**config.mk**
```make
export PLATFORM = sky130hd
export DESIGN_NAME = standby_wake_ctrl
export DESIGN_NICKNAME = d
export VERILOG_FILES = /design/src/rtl/swk_pkg.sv /design/src/rtl/swk_cfg_reg.sv /design/src/rtl/swk_alarm_latch.sv /design/src/rtl/swk_seq_fsm.sv /design/src/rtl/standby_wake_ctrl.sv
export SDC_FILE = /design/constraint.sdc
export NUM_CORES = 1
export LEC_CHECK = 0
export CELL_PAD_IN_SITES_DETAIL_PLACEMENT = 0
export CELL_PAD_IN_SITES_GLOBAL_PLACEMENT = 1
export CORE_UTILIZATION = 30
export DETAILED_ROUTE_END_ITERATION = 10
export DONT_BUFFER_PORTS = 1
export GPL_TIMING_DRIVEN = 0
export PLACE_DENSITY_LB_ADDON = 0.3
export SLEW_MARGIN = 15
export SYNTH_ARGS = -nofsm -noshare
export SYNTH_HDL_FRONTEND = slang
export SYNTH_SLANG_ARGS = --single-unit
export TNS_END_PERCENT = 30
```
**constraint.sdc**
```tcl
create_clock -name clk -period 1.31 [get_ports clk]
set_clock_uncertainty 0.2 [all_clocks]
set_input_delay 0.0655 -clock clk [delete_from_list [all_inputs] [get_ports clk]]
set_output_delay 0.0655 -clock clk [all_outputs]
set_load 0.05 [all_outputs]
```
**src/rtl/swk_pkg.sv**
```systemverilog
package swk_pkg;

    localparam int CFG_W    = 8;
    localparam int REM_BIT  = 0;
    localparam int OFF_BIT  = 1;
    localparam int ON_BIT   = 2;
    localparam int XTAL_BIT = 7;

    localparam logic [CFG_W-1:0] KEEP_MASK =
        (CFG_W'(1) << REM_BIT) | (CFG_W'(1) << OFF_BIT) |
        (CFG_W'(1) << ON_BIT)  | (CFG_W'(1) << XTAL_BIT);

    typedef enum logic [1:0] {
        ST_IDLE      = 2'd0,
        ST_WAIT_STBY = 2'd1,
        ST_DRIVE     = 2'd2,
        ST_HOLD_OFF  = 2'd3
    } wake_state_e;

    typedef struct packed {
        logic xtal_small;
        logic force_on;
        logic force_off;
        logic remember;
    } wake_cfg_t;

endpackage

```
**src/rtl/swk_cfg_reg.sv**
```systemverilog
module swk_cfg_reg
    import swk_pkg::*;
#(
    parameter int W = CFG_W
) (
    input  logic         clk,
    input  logic         batt_rst_n,
    input  logic         host_wr,
    input  logic [W-1:0] host_wdata,
    output logic [W-1:0] host_rdata,
    output wake_cfg_t    cfg,
    output logic         cfg_conflict
);

    logic [W-1:0] cfg_q;
    logic         conflict_q;

    // Only the implemented bits get storage; reserved bits are tied low.
    for (genvar i = 0; i < W; i++) begin : g_bit
        if (KEEP_MASK[i]) begin : g_store
            always_ff @(posedge clk or negedge batt_rst_n) begin
                if (!batt_rst_n) begin
                    cfg_q[i] <= 1'b0;
                end else if (host_wr) begin
                    cfg_q[i] <= host_wdata[i];
                end
            end
        end else begin : g_tie
            assign cfg_q[i] = 1'b0;
        end
    end

    logic unused_wdata;
    assign unused_wdata = ^(host_wdata & ~KEEP_MASK);

    // The conflict flag is sticky; only the battery reset clears it.
    always_ff @(posedge clk or negedge batt_rst_n) begin
        if (!batt_rst_n) begin
            conflict_q <= 1'b0;
        end else if (host_wr && host_wdata[OFF_BIT] && host_wdata[ON_BIT]) begin
            conflict_q <= 1'b1;
        end
    end

    assign host_rdata       = cfg_q;
    assign cfg.remember     = cfg_q[REM_BIT];
    assign cfg.force_off    = cfg_q[OFF_BIT];
    assign cfg.force_on     = cfg_q[ON_BIT];
    assign cfg.xtal_small   = cfg_q[XTAL_BIT];
    assign cfg_conflict     = conflict_q;

endmodule

```
**src/rtl/swk_alarm_latch.sv**
```systemverilog
module swk_alarm_latch (
    input  logic clk,
    input  logic batt_rst_n,
    input  logic alarm2_hit,
    input  logic stby_present,
    input  logic remember_en,
    input  logic host_clear,
    input  logic wake_acked,
    output logic pending
);

    logic set_ev;
    logic clr_ev;

    assign set_ev = alarm2_hit && !stby_present && remember_en;
    assign clr_ev = host_clear || wake_acked;

    // Clearing wins over a new alarm in the same cycle.
    always_ff @(posedge clk or negedge batt_rst_n) begin
        if (!batt_rst_n) begin
            pending <= 1'b0;
        end else if (clr_ev) begin
            pending <= 1'b0;
        end else if (set_ev) begin
            pending <= 1'b1;
        end
    end

endmodule

```
**src/rtl/swk_seq_fsm.sv**
```systemverilog
module swk_seq_fsm
    import swk_pkg::*;
(
    input  logic        clk,
    input  logic        batt_rst_n,
    input  logic        stby_present,
    input  logic        stby_por,
    input  logic        main_pwr_good,
    input  logic        host_wr,
    input  logic        pending,
    input  wake_cfg_t   cfg,
    output logic        in_drive,
    output logic        pwr_on_drive
);

    wake_state_e state_q;
    wake_state_e state_d;

    always_ff @(posedge clk or negedge batt_rst_n) begin
        if (!batt_rst_n) begin
            state_q <= ST_IDLE;
        end else begin
            state_q <= state_d;
        end
    end

    always_comb begin
        state_d = state_q;
        if (stby_por && cfg.force_off) begin
            state_d = ST_HOLD_OFF;                  // force_off
        end else if (stby_por && cfg.force_on) begin
            state_d = ST_DRIVE;                     // force_on
        end else begin
            unique case (state_q)
                ST_IDLE: begin
                    if (pending && stby_present) begin
                        state_d = ST_DRIVE;         // wake
                    end else if (pending) begin
                        state_d = ST_WAIT_STBY;     // arm
                    end
                end
                ST_WAIT_STBY: begin
                    if (!pending) begin
                        state_d = ST_IDLE;          // abort
                    end else if (stby_present) begin
                        state_d = ST_DRIVE;         // wake
                    end
                end
                ST_DRIVE: begin
                    if (main_pwr_good) begin
                        state_d = ST_IDLE;          // ack
                    end
                end
                ST_HOLD_OFF: begin
                    if (!stby_present || host_wr) begin
                        state_d = ST_IDLE;          // unhold
                    end
                end
            endcase
        end
    end

    always_ff @(posedge clk or negedge batt_rst_n) begin
        if (!batt_rst_n) begin
            pwr_on_drive <= 1'b0;
        end else begin
            pwr_on_drive <= (state_d == ST_DRIVE);
        end
    end

    assign in_drive = (state_q == ST_DRIVE);

endmodule

```
**src/rtl/standby_wake_ctrl.sv**
```systemverilog
module standby_wake_ctrl
    import swk_pkg::*;
(
    input  logic             clk,
    input  logic             batt_rst_n,
    input  logic             stby_present,
    input  logic             stby_por,
    input  logic             alarm2_hit,
    input  logic             main_pwr_good,
    input  logic             host_wr,
    input  logic [CFG_W-1:0] host_wdata,
    output logic [CFG_W-1:0] host_rdata,
    output logic             pwr_on_drive,
    output logic             alarm_pending,
    output logic             cfg_conflict
);

    wake_cfg_t cfg;
    logic      in_drive;
    logic      host_clear;
    logic      wake_acked;
    logic      unused_xtal;

    assign unused_xtal = cfg.xtal_small;

    swk_cfg_reg #(.W(CFG_W)) u_cfg (
        .clk          (clk),
        .batt_rst_n   (batt_rst_n),
        .host_wr      (host_wr),
        .host_wdata   (host_wdata),
        .host_rdata   (host_rdata),
        .cfg          (cfg),
        .cfg_conflict (cfg_conflict)
    );

    assign host_clear = host_wr && !host_wdata[REM_BIT];
    assign wake_acked = in_drive && main_pwr_good;

    swk_alarm_latch u_latch (
        .clk          (clk),
        .batt_rst_n   (batt_rst_n),
        .alarm2_hit   (alarm2_hit),
        .stby_present (stby_present),
        .remember_en  (cfg.remember),
        .host_clear   (host_clear),
        .wake_acked   (wake_acked),
        .pending      (alarm_pending)
    );

    swk_seq_fsm u_fsm (
        .clk           (clk),
        .batt_rst_n    (batt_rst_n),
        .stby_present  (stby_present),
        .stby_por      (stby_por),
        .main_pwr_good (main_pwr_good),
        .host_wr       (host_wr),
        .pending       (alarm_pending),
        .cfg           (cfg),
        .in_drive      (in_drive),
        .pwr_on_drive  (pwr_on_drive)
    );

endmodule

```
Word-level counts from Yosys, hierarchy flattened. Index checks and enable logic that the tools add are counted.

Equality and inequality tests: 4. Muxes and demuxes: 11. Reduce and logical (&&, ||, !) cells: 15.

Operators by type and width (count): $mux W2 (8); $logic_and A1 B1 Y1 (9); $pmux W2 S4 (1); $eq A2 B2 Y1 const B (3); $eq A2 B1 Y1 const B (1); $logic_not A1 Y1 (2); $logic_not A2 Y1 (1); $logic_or A1 B1 Y1 (2); $mux W1 (2); $reduce_bool A2 Y1 (1).

Register bits after elaboration: 9. Input bits: 15. Output and inout port bits: 11. Logic and storage cells: 38.

Depth between registers and ports, before layout. Gate-level depths: netlist of run 1.

Depth after elaboration: 7. Gate-level depth with buffers: 4. Gate-level depth less buffers: 3.

Modules after synthesis. From an unflattened synthesis of run 1, not the netlist that was laid out.

Cell total of the unflattened synthesis: 41. Area total of the unflattened synthesis: 498.0 um^2.

Modules (own cells, without submodules): swk_cfg_reg (times used 1, cells an instance 19, area an instance 242.7 um^2, seq. area each 125.1 um^2); swk_seq_fsm (times used 1, cells an instance 16, area an instance 173.9 um^2, seq. area each 75.1 um^2); swk_alarm_latch (times used 1, cells an instance 4, area an instance 61.3 um^2, seq. area each 25.0 um^2); standby_wake_ctrl (times used 1, cells an instance 2, area an instance 20.0 um^2, seq. area each 0.0 um^2).

Worst setup path before layout of run 1. No wires, ideal clock.

Kind: register -> register. Start: register u_cfg.cfg_q[1], in the netlist u_cfg.cfg[1]. End: register u_fsm.pwr_on_drive. Arrival time: 1303 ps. Setup slack: -277 ps. Cell stages (with the launch flop): 4. Buffers on the path: 0. Clock period less this slack: 1587 ps. Path through: dfrtp_1 -> and2_1 -> o32a_1 -> a41oi_2.

Cells in the longest elaborated chain, start to end: 3.

Ends and longest elaborated chain: start, declared (line swk_cfg_reg.sv:15) `logic [W-1:0] cfg_q;`; start signal, assigned by index (line swk_cfg_reg.sv:25) `cfg_q[i] <= host_wdata[i];`; $logic_and A1 B1 Y1 (line swk_seq_fsm.sv:29) `if (stby_por && cfg.force_off) begin`; $mux W2 (line swk_seq_fsm.sv:29); via u_fsm.state_d[0] (line swk_seq_fsm.sv:17) `wake_state_e state_d;`; $eq A2 B2 Y1 (line swk_seq_fsm.sv:67) `pwr_on_drive <= (state_d == ST_DRIVE);`; end signal, assigned (line swk_seq_fsm.sv:67); end, declared (line swk_seq_fsm.sv:13) `output logic pwr_on_drive`.

The timed path passes the listed nets, and every way through them passes these cells. A chain may end at the register's enable or synchronous reset.

Final worst setup path of run 1. Ends and elaborated chain as after synthesis.

==> metrics.txt, run 1 <==
Mapped Area=438 um^2; dominant cell type by area after synthesis=dfrtp_1; Port Buffers=0; max_cap viols=0; PwrDens=1270 mW/mm^2; Synth Warn #=0; top post-synthesis cells by area=dfrtp_1 51%, mux2_2 10%, buf_4 8.6%, a41oi_2 3.7%, buf_6 2.6%; Clock Tree Root=clkbuf_4; Synth Area in Compound Gates=0.114; status=finished, violations left; vias in the first global route=325; die width=40.2 um; fin crit share=1.14; area delta synth->final=40.0%; largest net degree at the start of global routing=10; core box area=0.00133 mm^2; number of synthesized register bits=9; CTS Buf Count=3; Hold WC Path Type=in2async; gpl congestion=0.622; Final setup viols=3; total grt overflow=0; H-tree depth=1; largest family of logic cells by synthesized area=simple AND/OR/NAND/NOR gates; Final Critical Period=1500 ps; Mapped Cells=36; RSZ-0062 raised after global routing=true; Detailed Routing Iterations Pass 1=4; routed via count=321; crit path DAT=1480 ps; Routed WL=876 um; Iter 0 DRT Violations=6; Simple-Gate Fraction of Synth Area=0.131; Fill cells=141; Yosys cell types=20; std cell rows=13; Avg WL per Cell=12.7 um; post-synthesis mux area share=0.103; height of the chip=40.2 um; storage element area=229 um^2; fmax=0.668 GHz; Global Route Usage Sum=0.128; Clock transition at path regs=60 ps; CTS max path bufs=2; Residual DRC=0; adder-cell share of the synthesized area=0; post-synthesis sequential area ratio=0.514; LEAKAGE=0.000276 uW; full die area=0.00162 mm^2; Crit Path Max Fanout=4; failing checks=setup timing; n_diodes=0; worst-skew pair later-pin latency=260 ps; Starting Density=0.328; CTS tree=built; fin. max-slew vios=0; post-synthesis xor/xnor area fraction=0; Final Hold Vio Count=0; Layout Nets=70; Worst Hold Slack=129 ps; layout cells sized above 1=0.352; Setup TNS=-269 ps; first-pass GRT wire length=1300 um; vias per cell=4.65; worst path required time=1290 ps; peak supply drop=0.603 mV; initial antenna violation count=0; I/O pins=26; post-route antenna net violation count=0; PnR worst setup slack=-188 ps; CP endpoint kind=flop; area occupied by multi-input gates=170 um^2; share of the synthesized area in the top cell type=0.514; Avg Synthesized Cell Area=12.2 um^2; Setup CP Type=reg2reg; critical path launch point type=flop; clock sinks=9
==> area by class of cell <==
cell class	instances	area share
well taps	15	0.0306
multi-input cells	22	0.278
plain buffers	6	0.0796
inverters	2	0.0122
clock buffers	4	0.0429
repair buffers	11	0.184
flip-flops and latches	9	0.373
==> cell families (layout without fill, tap and decap cells) <==
logic type	after synthesis	after routing
and+or+nand+nor	9	9
DFF	9	9
muxes	4	4
other	1	4
buffers and inverters	8	23
AOI/OAI and AO/OA	5	5
==> registers in the layout (all words and copies together) (netlist names) <==
signal,flops
u_fsm.pwr_on_drive,1
u_fsm.state_q,2
u_cfg.cfg,4
u_cfg.cfg_conflict,1
u_latch.pending,1
==> cells in the final DEF, fill, tap and decap left out <==
cell	count
buf_6	1
conb_1	4
clkbuf_1	1
clkbuf_4	3
dlygate4sd3_1	10
nand4_1	1
inv_1	2
a31o_2	1
nor2_1	1
and4b_1	1
dfrtp_2	3
dlymetal6s4s_1	1
nor3b_1	1
buf_4	5
nor2b_1	1
a41oi_2	1
mux2_2	4
nand3b_1	1
nand2b_1	1
o32a_1	1
and2_4	1
a221oi_1	1
dfrtp_1	6
a31oi_1	1
nand2_1	1
==> report_power, final <==
group          switching [uW]  leakage (uW)  internal [uW]
Sequential               96.9      0.000101            311
Clock                    95.6     0.0000150            117
Combinational            79.3      0.000160           75.9
==> final timing paths <==
check,endpoint,depth (start not counted),start,slack [ps]
max,u_fsm.pwr_on_drive,3,u_cfg.cfg[1],-190
min,u_fsm.pwr_on_drive,2,batt_rst_n,130
max reg2reg,u_fsm.pwr_on_drive,3,u_cfg.cfg[1],-190
min reg2reg,u_cfg.cfg[0],1,u_cfg.cfg[0],340
max in group asynchronous,u_latch.pending,2,batt_rst_n,460
min in group clk,u_fsm.state_q[1],4,host_wr,140
==> worst max-delay path: stages, from the launching register on <==
cell	delay [ps]
dfrtp_2	530
and2_4	190
o32a_1	340
a41oi_2	160
==> synth_stat cells <==
cell type and count:
inv_1 2, nor2_1 1, and2_1 1, a31oi_1 1, nand2_1 1, nor2b_1 1
buf_4 5, a41oi_2 1, a31o_2 1, conb_1 1, nor3b_1 1, a221oi_1 1
nand4_1 1, mux2_2 4, buf_6 1, nand3b_1 1, dfrtp_1 9, o32a_1 1
nand2b_1 1, and4b_1 1
==> layer usage <==
metal | vias up | wire length [um] | track usage
met4 | 0 | 0 | 0.0750
li1 | 154 | - | -
met2 | 16 | 447 | 0.206
met3 | 0 | 54 | 0.0444
met1 | 151 | 373 | 0.145
met5 | - | 0 | 0
==> metrics by stage <==
stage           util  setup slack [ps]  total power [uW]  std cells  cell area, um^2
6_report       0.460              -188               776         69              613
5_1_grt        0.460              -219               822         69              613
4_1_cts        0.458              -196               788         69              611
3_5_place_dp   0.355              -209               535         54              473
3_3_place_gp   0.355              -192               530         54              473
2_1_floorplan      -              -128               517         39              454
==> what timing repair did <==
| action | 4_1_cts | 5_1_grt |
|---|---|---|
| hold buffers | 11 | 0 |
| hold endpoints to repair | 18 | 0 |
| pin swaps | 0 | 0 |
| setup endpoints to repair | 2 | 6 |
| setup buffers | 0 | 0 |
| gates resized for setup | 1 | 1 |
(Power assumes the default switching activity.)
==> inputs of run 2 (changes only) <==
CTS_BUF_LIST = sky130_fd_sc_hd__clkbuf_4 sky130_fd_sc_hd__clkbuf_8   (was not set)
SYNTH_HIERARCHICAL = 1   (was not set)
==> metrics.txt, run 2 <==
height of the chip=42.7 um; Worst Hold Slack=54.7 ps; met3 Use GR=0.0596; LEAKAGE=0.000316 uW; crit path DAT=1440 ps; initial antenna violation count=0; final core occ=0.440; critical path launch point type=flop; n_diodes=0; area delta synth->final=34.7%; Port Buffers=0; worst-skew pair later-pin latency=260 ps; Mapped Cells=41; Finished Cell Area=671 um^2; Routed WL=955 um; grt peak-use layer=met2; RSZ-0062 raised after global routing=true; clock sinks=9; Setup TNS=-407 ps; max_cap viols=0; CP endpoint kind=flop; layout cells sized above 1=0.390; met2 usage=0.203; routed via count=348; Detailed Routing Iterations Pass 1=4; largest net degree at the start of global routing=10; status=finished, violations left; grt met1 use=0.128; Final Critical Period=1510 ps; Place WS=-171 ps; # Post-CTS Setup Buffers=0; peak supply drop=0.503 mV; Hold WC Path Type=in2reg; fin crit share=1.15; CTS max path bufs=2; Detail Placement HPWL=722 um; R2R Path Start=u_latch/pending; first-pass GRT wire length=1620 um; Residual DRC=0; CTS tree=built; Synth top cells by count=9 x dfrtp_1, 8 x buf_4, 4 x mux2_2, 3 x inv_1; Synth Warn #=6; dpl cell area=531 um^2; PwrDens=1240 mW/mm^2; Yosys cell types=19; number of flip-flops in the largest register=4; Layout Nets=75; total grt overflow=0; top post-synthesis cells by area=dfrtp_1 45%, buf_4 12%, mux2_2 9.0%, a221oi_4 5.3%, nand3b_4 4.0%; worst setup path start=u_latch/pending; Final Hold Vio Count=0; dominant cell type by area after synthesis=dfrtp_1; Avg Synthesized Cell Area=12.1 um^2; fin. max-slew vios=0; main flop type after synthesis=dfrtp_1; core box area=0.00152 mm^2; gpl congestion=0.574; commonest non-fill, non-tap cell in the layout=dlygate4sd3_1; Setup CP Type=reg2reg; Starting Density=0.327; die width=42.7 um; Avg WL per Cell=12.7 um; Iter 0 DRT Violations=13; number of synthesized register bits=9; post-CTS sizing=0; worst path required time=1230 ps; std cell rows=14; fmax=0.661 GHz; CTS Buf Count=3; Final setup viols=3; Mapped Area=498 um^2; Clock transition at path regs=60 ps; vias per cell=4.64; most frequent cells in the layout=11 x dlygate4sd3_1, 8 x buf_4, 8 x dfrtp_1; post-route antenna net violation count=0; PnR worst setup slack=-202 ps; H-tree depth=1; Clock Tree Root=clkbuf_4; EDFF count, synth=0; Crit Path Max Fanout=3; I/O pins=26; post-synthesis sequential area ratio=0.452; vias in the first global route=376; share of flip-flops with an asynchronous set or reset=1.00; failing checks=setup timing; share of the synthesized area in the top cell type=0.452; min-delay src=stby_present; top-count cell post-synth=dfrtp_1; full die area=0.00183 mm^2; Global Route Usage Sum=0.122
[run 2: final timing paths]
| path | slack [ps] | to | cells past startpoint |
|---|---|---|---|
| worst max-delay path | -200 | u_fsm/pwr_on_drive | 3 |
| worst min-delay path | 50 | u_fsm/state_q[0] | 3 |
| worst max register to register | -200 | u_fsm/pwr_on_drive | 3 |
| worst min register to register | 310 | u_cfg/cfg[3] | 1 |
| max in group asynchronous | 100 | u_latch/pending | 2 |
| min in group asynchronous | 500 | u_cfg/cfg[0] | 2 |
[run 2: routing by layer]
layer,up-vias,share of wire
li1,164,-
met2,13,0.54
met3,0,0.083
met5,-,0
met4,0,0
met1,171,0.38
[run 2: timing repair]
action,CTS,global route
endpoints found under the setup margin,3,3
gates cloned,0,0
hold buffers,11,0
pin swaps,1,0
endpoints found under the hold margin,18,0
[run 2: kinds of logic after synthesis]
family | Yosys count | share of synthesized area
other | 1 | 0.00753
AO/OA/AOI/OAI | 6 | 0.143
buffers and inverters | 11 | 0.143
AND/OR/NAND/NOR | 10 | 0.163
multiplexers | 4 | 0.0904
flip-flops | 9 | 0.452
[run 2: worst max-delay path, cell delays in order (launching register included)]
cell	delay (ps)
dfrtp_2	520
and2b_4	230
a222oi_1	310
a2bb2oi_1	120
[run 2: layout make-up]
type | count | area, um^2
Inverter | 3 | 11.3
Multi-Input combinational cell | 24 | 213
Timing Repair Buffer | 11 | 110
Tap cell | 16 | 20.0
Clock buffer | 4 | 30.0
Sequential cell | 9 | 226
Buffer | 8 | 60.1
Fill cell | 153 | 853
[run 2: stage by stage]
step           total power [uW]  cells
5_1_grt                     875     75
6_report                    829     75
3_3_place_gp                562     60
4_1_cts                     837     75
3_5_place_dp                568     60
2_1_floorplan               549     44
[run 2: power breakdown]
| part | switching [uW] | internal (uW) | total, uW |
|---|---|---|---|
| registers | 68.3 | 312 | 380 |
| clock network | 90.4 | 138 | 228 |
| logic | 124 | 97.0 | 221 |
| total | 283 | 546 | 829 |
==> inputs of run 3 (changes only) <==
CTS_CLUSTER_DIAMETER = 60   (was not set)
SKIP_LAST_GASP = 1   (was not set)
==> metrics.txt, run 3 (synthesis results as in run 2) <==
# Post-CTS Setup Buffers=0; worst-skew pair later-pin latency=260 ps; Layout Nets=75; most frequent cells in the layout=11 x dlygate4sd3_1, 8 x buf_4, 8 x dfrtp_1; H-tree depth=1; commonest non-fill, non-tap cell in the layout=dlygate4sd3_1; I/O pins=26; Pint=547 uW; Comb pwr share=0.267; Detail Placement HPWL=722 um; Port Buffers=0; total grt overflow=0; post-route antenna net violation count=0; core box area=0.00152 mm^2; R2R depth=3; first-pass GRT wire length=1620 um; Iter 0 DRT Violations=8; R2R Path Start=u_latch/pending; layout cells sized above 1=0.390; clock sinks=9; Hold WC Path Type=in2reg; vias per cell=4.67; worst setup path start=u_latch/pending; FF-to-FF setup slack=-200 ps; PwrDens=1240 mW/mm^2; Final setup viols=3; switching part of the total=0.341; Place WS=-171 ps; routed via count=350; vias in the first global route=376; fmax=0.661 GHz; Starting Density=0.327; Clock Tree Root=clkbuf_4; Detailed Routing Iterations Pass 1=4; Worst Setup EP=u_fsm/pwr_on_drive; fin crit share=1.16; initial antenna violation count=0; CP endpoint kind=flop; Avg WL per Cell=12.8 um; Crit Path Max Fanout=3; Residual DRC=0; status=finished, violations left; critical path launch point type=flop; CTS tree=built; largest net degree at the start of global routing=10; max_cap viols=0; power share of the clock group=0.275; Final Hold Vio Count=0; fin. max-slew vios=0; CTS max path bufs=2; number of flip-flops in the largest register=4; Seq pwr share=0.458; crit path DAT=1440 ps; area delta synth->final=34.7%; height of the chip=42.7 um; RSZ-0062 raised after global routing=true; n_diodes=0; Clock transition at path regs=60 ps; Fill cells=153; full die area=0.00183 mm^2; std cell rows=14; Reg2Reg Capture Point=u_fsm/pwr_on_drive; LEAKAGE=0.000316 uW; peak supply drop=0.503 mV; Setup CP Type=reg2reg; Routed WL=957 um; Power, Total=830 uW; Global Route Usage Sum=0.122; PnR worst setup slack=-203 ps; gpl congestion=0.574; CTS Buf Count=3; Final Critical Period=1510 ps; failing checks=setup timing; Switch Pwr=283 uW; die width=42.7 um; worst path required time=1230 ps
[run 3: area by class of cell]
type	instances	area, um^2	share of cell area
Sequential cell	9	226	0.338
Multi-Input combinational cell	24	213	0.317
Timing Repair Buffer	11	110	0.164
Buffer	8	60.1	0.0896
Clock buffer	4	30.0	0.0448
Tap cell	16	20.0	0.0299
Inverter	3	11.3	0.0168
[run 3: power groups by stage]
stage | Combinational [uW] | Sequential, uW | Clock (uW)
floorplan | 173 | 376 | 0
global placement | 179 | 383 | 0
detailed placement | 182 | 386 | 0
CTS | 222 | 381 | 234
global route | 235 | 386 | 254
finish | 221 | 380 | 228
[run 3: worst max-delay path, stage by stage (launching register included)]
cell and delay (ps):
dfrtp_2 520, and2b_4 230, a222oi_1 310, a2bb2oi_1 120
[run 3: per-layer routing]
| metal | global-route usage | up-vias | share of wire |
|---|---|---|---|
| met5 | 0 | - | 0 |
| met2 | 0.203 | 15 | 0.54 |
| met1 | 0.128 | 171 | 0.37 |
| li1 | - | 164 | - |
| met3 | 0.0596 | 0 | 0.085 |
| met4 | 0.0563 | 0 | 0 |
[run 3: timing repair]
action                     in CTS  in global routing
hold buffers                   11                  0
gates resized for setup         0                  0
gates cloned                    0                  0
hold endpoints to repair       18                  0
setup endpoints to repair       3                  3
[run 3: worst min-delay path by stage]
| stage | slack (ps) | endpoint | start | cells after the start |
|---|---|---|---|---|
| 2_1_floorplan | -430 | u_cfg/cfg[0] | batt_rst_n | 0 |
| 3_3_place_gp | -430 | u_cfg/cfg[3] | batt_rst_n | 0 |
| 3_5_place_dp | -430 | u_cfg/cfg[3] | batt_rst_n | 0 |
| 4_1_cts | 60 | u_fsm/state_q[1] | stby_present | 3 |
| 5_1_grt | 70 | u_fsm/state_q[1] | stby_present | 3 |
| 6_report | 50 | u_fsm/state_q[1] | stby_present | 3 |
[run 3: stage by stage]
| step | setup TNS (ps) | cells | instance area (um^2) | hold slack [ps] | utilization |
|---|---|---|---|---|---|
| 3_3_place_gp | -307 | 60 | 531 | -430 | 0.348 |
| 2_1_floorplan | -159 | 44 | 510 | -430 | - |
| 4_1_cts | -379 | 75 | 671 | 57.7 | 0.440 |
| 5_1_grt | -528 | 75 | 671 | 73.2 | 0.440 |
| 3_5_place_dp | -347 | 60 | 531 | -430 | 0.348 |
| 6_report | -414 | 75 | 671 | 54.3 | 0.440 |
